`src/rtl/ir_shim_pkg.sv`:
```
package ir_shim_pkg;
  localparam int unsigned TX_LEN_OFFSET = 1;
  localparam int unsigned RX_MIN_OFFSET = 4;

  function automatic logic lit_level(input logic pin, input logic inv);
    return pin ^ inv;
  endfunction
endpackage

```
`src/rtl/ir_tx_pulser.sv`:
```
module ir_tx_pulser #(
  parameter int unsigned FIELD_W = 6,
  parameter int unsigned BIT_W   = 16
) (
  input  logic               clk,
  input  logic               rst,
  input  logic               en,
  input  logic               tx_bit,
  input  logic               bit_start,
  input  logic               tick_br,
  input  logic               tick_os,
  input  logic               os_sel,
  input  logic               os_on,
  input  logic [FIELD_W-1:0] pulse_len,
  input  logic [BIT_W-1:0]   bit_cycles,
  output logic               ir_tx
);
  logic               tick, fire;
  logic               armed, armed_n, pulsing, pulsing_n;
  logic [BIT_W-1:0]   mid, mid_n;
  logic [FIELD_W-1:0] plc, plc_n;

  always_comb begin
    tick      = (os_sel && os_on) ? tick_os : tick_br;
    armed_n   = armed;
    mid_n     = mid;
    pulsing_n = pulsing;
    plc_n     = plc;
    fire      = armed && !bit_start && (mid <= BIT_W'(1));
    if (bit_start) begin
      armed_n = ~tx_bit;
      mid_n   = bit_cycles >> 1;
    end else if (fire) begin
      armed_n = 1'b0;
    end else if (armed) begin
      mid_n = mid - 1'b1;
    end
    if (fire) begin
      pulsing_n = 1'b1;
      plc_n     = '0;
    end else if (pulsing && tick) begin
      if (plc == pulse_len) pulsing_n = 1'b0;
      else                  plc_n     = plc + 1'b1;
    end
  end

  always_ff @(posedge clk) begin
    if (rst) begin
      armed   <= 1'b0;
      mid     <= '0;
      pulsing <= 1'b0;
      plc     <= '0;
      ir_tx   <= 1'b0;
    end else if (!en) begin
      armed   <= 1'b0;
      mid     <= '0;
      pulsing <= 1'b0;
      plc     <= '0;
      ir_tx   <= tx_bit;
    end else begin
      armed   <= armed_n;
      mid     <= mid_n;
      pulsing <= pulsing_n;
      plc     <= plc_n;
      ir_tx   <= pulsing_n;
    end
  end
endmodule

```
`src/rtl/ir_rx_shaper.sv`:
```
module ir_rx_shaper #(
  parameter int unsigned FIELD_W = 6,
  parameter int unsigned BIT_W   = 16
) (
  input  logic               clk,
  input  logic               rst,
  input  logic               en,
  input  logic               rx_pin,
  input  logic               inv,
  input  logic               flt_en,
  input  logic [FIELD_W-1:0] flt_len,
  input  logic               tick_br,
  input  logic [BIT_W-1:0]   bit_cycles,
  output logic               rx_out
);
  import ir_shim_pkg::*;
  localparam int unsigned WID_W = FIELD_W + 1;

  logic             lit, lit_q, rise;
  logic             win, win_n, acc, acc_n;
  logic [BIT_W-1:0] age, age_n;
  logic [WID_W-1:0] wid, wid_n, thr;

  always_comb begin
    lit   = lit_level(rx_pin, inv);
    rise  = lit && !lit_q;
    thr   = {1'b0, flt_len} + WID_W'(RX_MIN_OFFSET);
    win_n = win;
    acc_n = acc;
    age_n = age;
    wid_n = wid;
    if (rise) begin
      win_n = 1'b1;
      age_n = BIT_W'(1);
      wid_n = tick_br ? WID_W'(1) : '0;
      acc_n = !flt_en;
    end else begin
      if (win && (age == bit_cycles)) begin
        win_n = 1'b0;
        acc_n = 1'b0;
      end else if (win) begin
        age_n = age + 1'b1;
      end
      if (!lit)                        wid_n = '0;
      else if (tick_br && (wid != '1)) wid_n = wid + 1'b1;
      if (lit && win_n && (wid_n >= thr)) acc_n = 1'b1;
    end
  end

  always_ff @(posedge clk) begin
    if (rst) begin
      lit_q  <= 1'b0;
      win    <= 1'b0;
      acc    <= 1'b0;
      age    <= '0;
      wid    <= '0;
      rx_out <= 1'b1;
    end else if (!en) begin
      lit_q  <= lit;
      win    <= 1'b0;
      acc    <= 1'b0;
      age    <= '0;
      wid    <= '0;
      rx_out <= rx_pin;
    end else begin
      lit_q  <= lit;
      win    <= win_n;
      acc    <= acc_n;
      age    <= age_n;
      wid    <= wid_n;
      rx_out <= !(acc_n && win_n);
    end
  end
endmodule

```
`src/rtl/ir_shim.sv`:
```
module ir_shim #(
  parameter int unsigned FIELD_W = 6,
  parameter int unsigned BIT_W   = 16
) (
  input  logic               clk,
  input  logic               rst,
  input  logic               cfg_en,
  input  logic [FIELD_W-1:0] cfg_tx_len,
  input  logic               cfg_tx_os_sel,
  input  logic               cfg_os16_on,
  input  logic [FIELD_W-1:0] cfg_rx_min,
  input  logic               cfg_rx_inv,
  input  logic               cfg_rx_flt_en,
  input  logic [BIT_W-1:0]   cfg_bit_cycles,
  input  logic               br_tick2x,
  input  logic               os_tick2x,
  input  logic               uart_tx,
  input  logic               uart_tx_start,
  input  logic               ir_rx_pin,
  output logic               ir_tx_pin,
  output logic               uart_rx
);
  ir_tx_pulser #(.FIELD_W(FIELD_W), .BIT_W(BIT_W)) tx_i (
    .clk       (clk),
    .rst       (rst),
    .en        (cfg_en),
    .tx_bit    (uart_tx),
    .bit_start (uart_tx_start),
    .tick_br   (br_tick2x),
    .tick_os   (os_tick2x),
    .os_sel    (cfg_tx_os_sel),
    .os_on     (cfg_os16_on),
    .pulse_len (cfg_tx_len),
    .bit_cycles(cfg_bit_cycles),
    .ir_tx     (ir_tx_pin)
  );

  ir_rx_shaper #(.FIELD_W(FIELD_W), .BIT_W(BIT_W)) rx_i (
    .clk       (clk),
    .rst       (rst),
    .en        (cfg_en),
    .rx_pin    (ir_rx_pin),
    .inv       (cfg_rx_inv),
    .flt_en    (cfg_rx_flt_en),
    .flt_len   (cfg_rx_min),
    .tick_br   (br_tick2x),
    .bit_cycles(cfg_bit_cycles),
    .rx_out    (uart_rx)
  );
endmodule

```
`config.mk`:
```
export PLATFORM = sky130hd
export DESIGN_NAME = ir_shim
export DESIGN_NICKNAME = d
export VERILOG_FILES = /design/src/rtl/ir_shim_pkg.sv /design/src/rtl/ir_tx_pulser.sv /design/src/rtl/ir_rx_shaper.sv /design/src/rtl/ir_shim.sv
export SDC_FILE = /design/constraint.sdc
export NUM_CORES = 1
export LEC_CHECK = 0
export BUFFER_PORTS_ARGS = -buffer_cell sky130_fd_sc_hd__buf_2
export CAP_MARGIN = 20
export CORE_UTILIZATION = 50
export CTS_BUF_LIST = sky130_fd_sc_hd__clkbuf_16
export CTS_CLUSTER_SIZE = 14
export DETAILED_ROUTE_END_ITERATION = 8
export PLACE_DENSITY = 0.82
export SLEW_MARGIN = 40
export SYNTH_ARGS = -nofsm -noshare
export SYNTH_HDL_FRONTEND = slang
export SYNTH_SLANG_ARGS = --single-unit
```
`constraint.sdc`:
```
create_clock -name clk -period 2.5 [get_ports clk]
set_input_delay 0.25 -clock clk [delete_from_list [all_inputs] [get_ports clk]]
set_output_delay 0.25 -clock clk [all_outputs]
set_load 0.02 [all_outputs]
```
==> summary.txt <==
Status
  – Outcome: completed

Pwr
  – Worst vdd ir: 0.000251 V
  – Leak: 1.32 nW
  – PD cells: 492 nW/um^2

Setup path
  – Reg2reg end: rx_i.rx_out$_SDFF_PP1_
  – Worst r2r path cells: 11
  – Startpoint type of the worst setup path: flop
  – WS Path Type: reg -> reg
  – Max Fanout on Critical Path: 5
  – WP data arrival: 2.62 ns
  – CP Capture Type: flop
  – Worst path required time: 2.68 ns
  – Reg2Reg Setup Slack: 0.06 ns
  – Worst r2r src: rx_i.wid[3]$_SDFF_PP0_

Placed design
  – Hpwl dp: 5.43 mm
  – Setup WS pre-CTS: -0.0685 ns
  – Routability Congestion: 0.861
  – Buffers on Ports: 41
  – Placed Instance Area: 3490 sq um

Drt
  – WL met1: 3.16 mm
  – Top layer reached by signal wires: met4
  – Post-route ant nets: 0
  – Wirelength per Cell: 15.3 um
  – Via density: 5.90
  – WL final: 7.48 mm
  – Number of remaining DRC errors: 0
  – Vias: 2,880
  – DR WL met2: 3.87 mm
  – DR iter-0 viols: 130
  – Met3 wire length: 233 um
  – 1st-pass router iterations: 7

Synthesis
  – Ys async rst share: 0%
  – Top-count cell post-synth: dfxtp_1
  – Post-synthesis sequential area ratio: 33.4%
  – Syn Nets: 414
  – EDFF count, synth: 0
  – Synth cell types: 51
  – Syn_area_per_cell: 8.64 sq um
  – Synth area leaders: dfxtp_1 (33%), xnor2_1 (9.0%), ha_1 (5.2%)
  – Commonest cells in the netlist: dfxtp_1 (52), nor2_1 (37), xnor2_1 (32)
  – Yosys reg bits: 52
  – Cells after Synth: 361
  – Area leader, netlist: dfxtp_1
  – Warnings, synthesis: 0
  – Post-synth top area share: 33.4%
  – Mapped cell area: 3120 sq um
  – Most used DFF post-synth: dfxtp_1

CTS
  – Clk_lat worst skew: 0.29 ns
  – Cts bufs inserted: 5
  – H-tree depth: 2
  – Clock transition at path regs: 0.07 ns
  – Clock tree root buffer cell: clkbuf_16
  – Max Buffers Root-to-Sink: 2
  – Clock sink count: 52
  – TritonCTS clock tree: yes

Run
  – Max-cap violation count: 0

STA
  – F_max: 410 MHz
  – Period utilisation layout: 97.5%
  – Slew @ Worst Pin: 0.492 ns
  – Max-slew headroom: 66.4%
  – RSZ-0062 raised after global routing: true
  – Setup TNS: 0 ns
  – Setup WS post-layout: 0.0616 ns
  – Clk_skew: 0.00865 ns
  – Setup violators final: 0
  – Pins Over Slew Limit: 0
  – Clock period minus worst slack: 2.44 ns
  – Endpoints failing hold: 0

Floorplan
  – Die H: 81 um
  – Starting Density: 52.4%
  – Ports: 42
  – Floorplan row count: 28
  – Horiz. Die Dim: 81 um
  – Core area: 5960 sq um
  – Die Area: 6560 sq um

Cells and area
  – N_diodes: 0
  – Layout Nets: 465
  – Layout cells sized above 1: 22.3%
  – P&R area growth vs syn: 17.2%
  – Fin area: 3660 sq um

Global routing
  – Wire length of the first global-routing pass: 12.1 mm
  – Initial antenna violation count: 0
  – Total gr overflow: 0
  – Vias in the first global route: 2,653
  – Largest net degree at the start of global routing: 32
  – Global Route Usage Sum: 23.9%

Hold path
  – Hold path depth: 2
  – Hold endpoint: tx_i.mid[15]$_SDFFE_PP0P_
  – Start point of the worst hold path: uart_tx_start
  – HP Class: in -> reg
[state kept, by name, indices dropped and copies added, names as in the netlist]
name	flops
rx_i.age	16
tx_i.mid	16
rx_i.wid	7
tx_i.plc	6
rx_i.acc	1
rx_i.lit_q	1
rx_i.rx_out	1
rx_i.win	1
tx_i.armed	1
tx_i.ir_tx	1
tx_i.pulsing	1
[critical path, cell delays in order, from the launching register on]
cell and delay (ns):
dfxtp_1 0.32, and3_4 0.19, a41oi_4 0.30, buf_4 0.19, xor2_2 0.17, nand2_1 0.08
ha_1 0.28, nand2b_1 0.09, a31oi_1 0.11, o21ai_2 0.18, nand4_1 0.11, a311o_1 0.32
[cell families after synthesis]
| kind of cell | count (synthesis) | share of synthesized area [%] |
|---|---|---|
| simple gates | 131 | 24.0 |
| compound gates | 83 | 17.6 |
| flops | 52 | 33.4 |
| xor+xnor | 48 | 13.5 |
| buf+inv | 27 | 4.09 |
| fa+ha+maj | 13 | 5.21 |
| mux | 7 | 2.33 |
[placed cells by master (no fill, tap or decap), types with 4 or more instances in the layout]
cell / count
dfxtp_1: 51
buf_2: 41
nor2_1: 37
xnor2_1: 32
a21oi_1: 24
buf_4: 18
nand4_1: 16
xor2_1: 15
o21ai_0: 15
nand2_1: 13
nand3_1: 12
inv_1: 12
or4_1: 12
ha_1: 12
a211oi_1: 10
o31ai_1: 9
nor4_1: 7
nor3_1: 7
mux2i_1: 5
clkbuf_16: 5
or3_1: 4
[worst max-delay path by stage]
stage,start,to,slack [ns],cells after the start
5_1_grt,rx_i.wid[4]$_SDFF_PP0_,rx_i.rx_out$_SDFF_PP1_,-0.04,11
6_report,rx_i.wid[3]$_SDFF_PP0_,rx_i.rx_out$_SDFF_PP1_,0.06,11
2_1_floorplan,rx_i.wid[0]$_SDFF_PP0_,rx_i.rx_out$_SDFF_PP1_,0.09,11
3_5_place_dp,rx_i.wid[4]$_SDFF_PP0_,rx_i.rx_out$_SDFF_PP1_,-0.07,11
3_3_place_gp,rx_i.wid[4]$_SDFF_PP0_,rx_i.rx_out$_SDFF_PP1_,0.03,11
4_1_cts,rx_i.wid[0]$_SDFF_PP0_,rx_i.rx_out$_SDFF_PP1_,0.01,11
[where the power goes]
part | total [mW] | internal, mW | switching (mW)
sequential | 0.866 | 0.847 | 0.0194
combinational | 0.276 | 0.121 | 0.154
clock | 0.657 | 0.364 | 0.293
[per-stage QoR]
stage          total power [mW]  hold WS [ns]  util [%]  instances
4_1_cts                    1.80         0.128      61.1        488
2_1_floorplan              1.06         0.322         -        361
3_5_place_dp               1.15         0.433      58.5        480
3_3_place_gp               1.15         0.431      58.5        480
6_report                   1.80         0.129      61.4        488
5_1_grt                    1.87         0.130      61.4        488
[cell type report]
class,instances,area (sq um)
Fill cell,511,2300
Multi-Input combinational cell,282,2000
Sequential cell,52,1040
Timing Repair Buffer,59,340
Clock buffer,5,125
Tap cell,75,93.8
Inverter,12,45.0
Clock inverter,3,13.8
[routing by layer]
layer	vias to the layer above	global-route usage (%)
met3	23	3.71
met2	64	41.9
li1	1436	-
met4	0	10.9
met5	-	0
met1	1357	28.4
[what timing repair did]
item / CTS / global route
gates resized for setup: 4 / 4
buffers inserted: 0 / 0
endpoints found under the setup margin: 1 / 1
pin swaps: 3 / 5
hold buffers: 0 / 0
No activity file was read; power rests on OpenSTA's default activity.
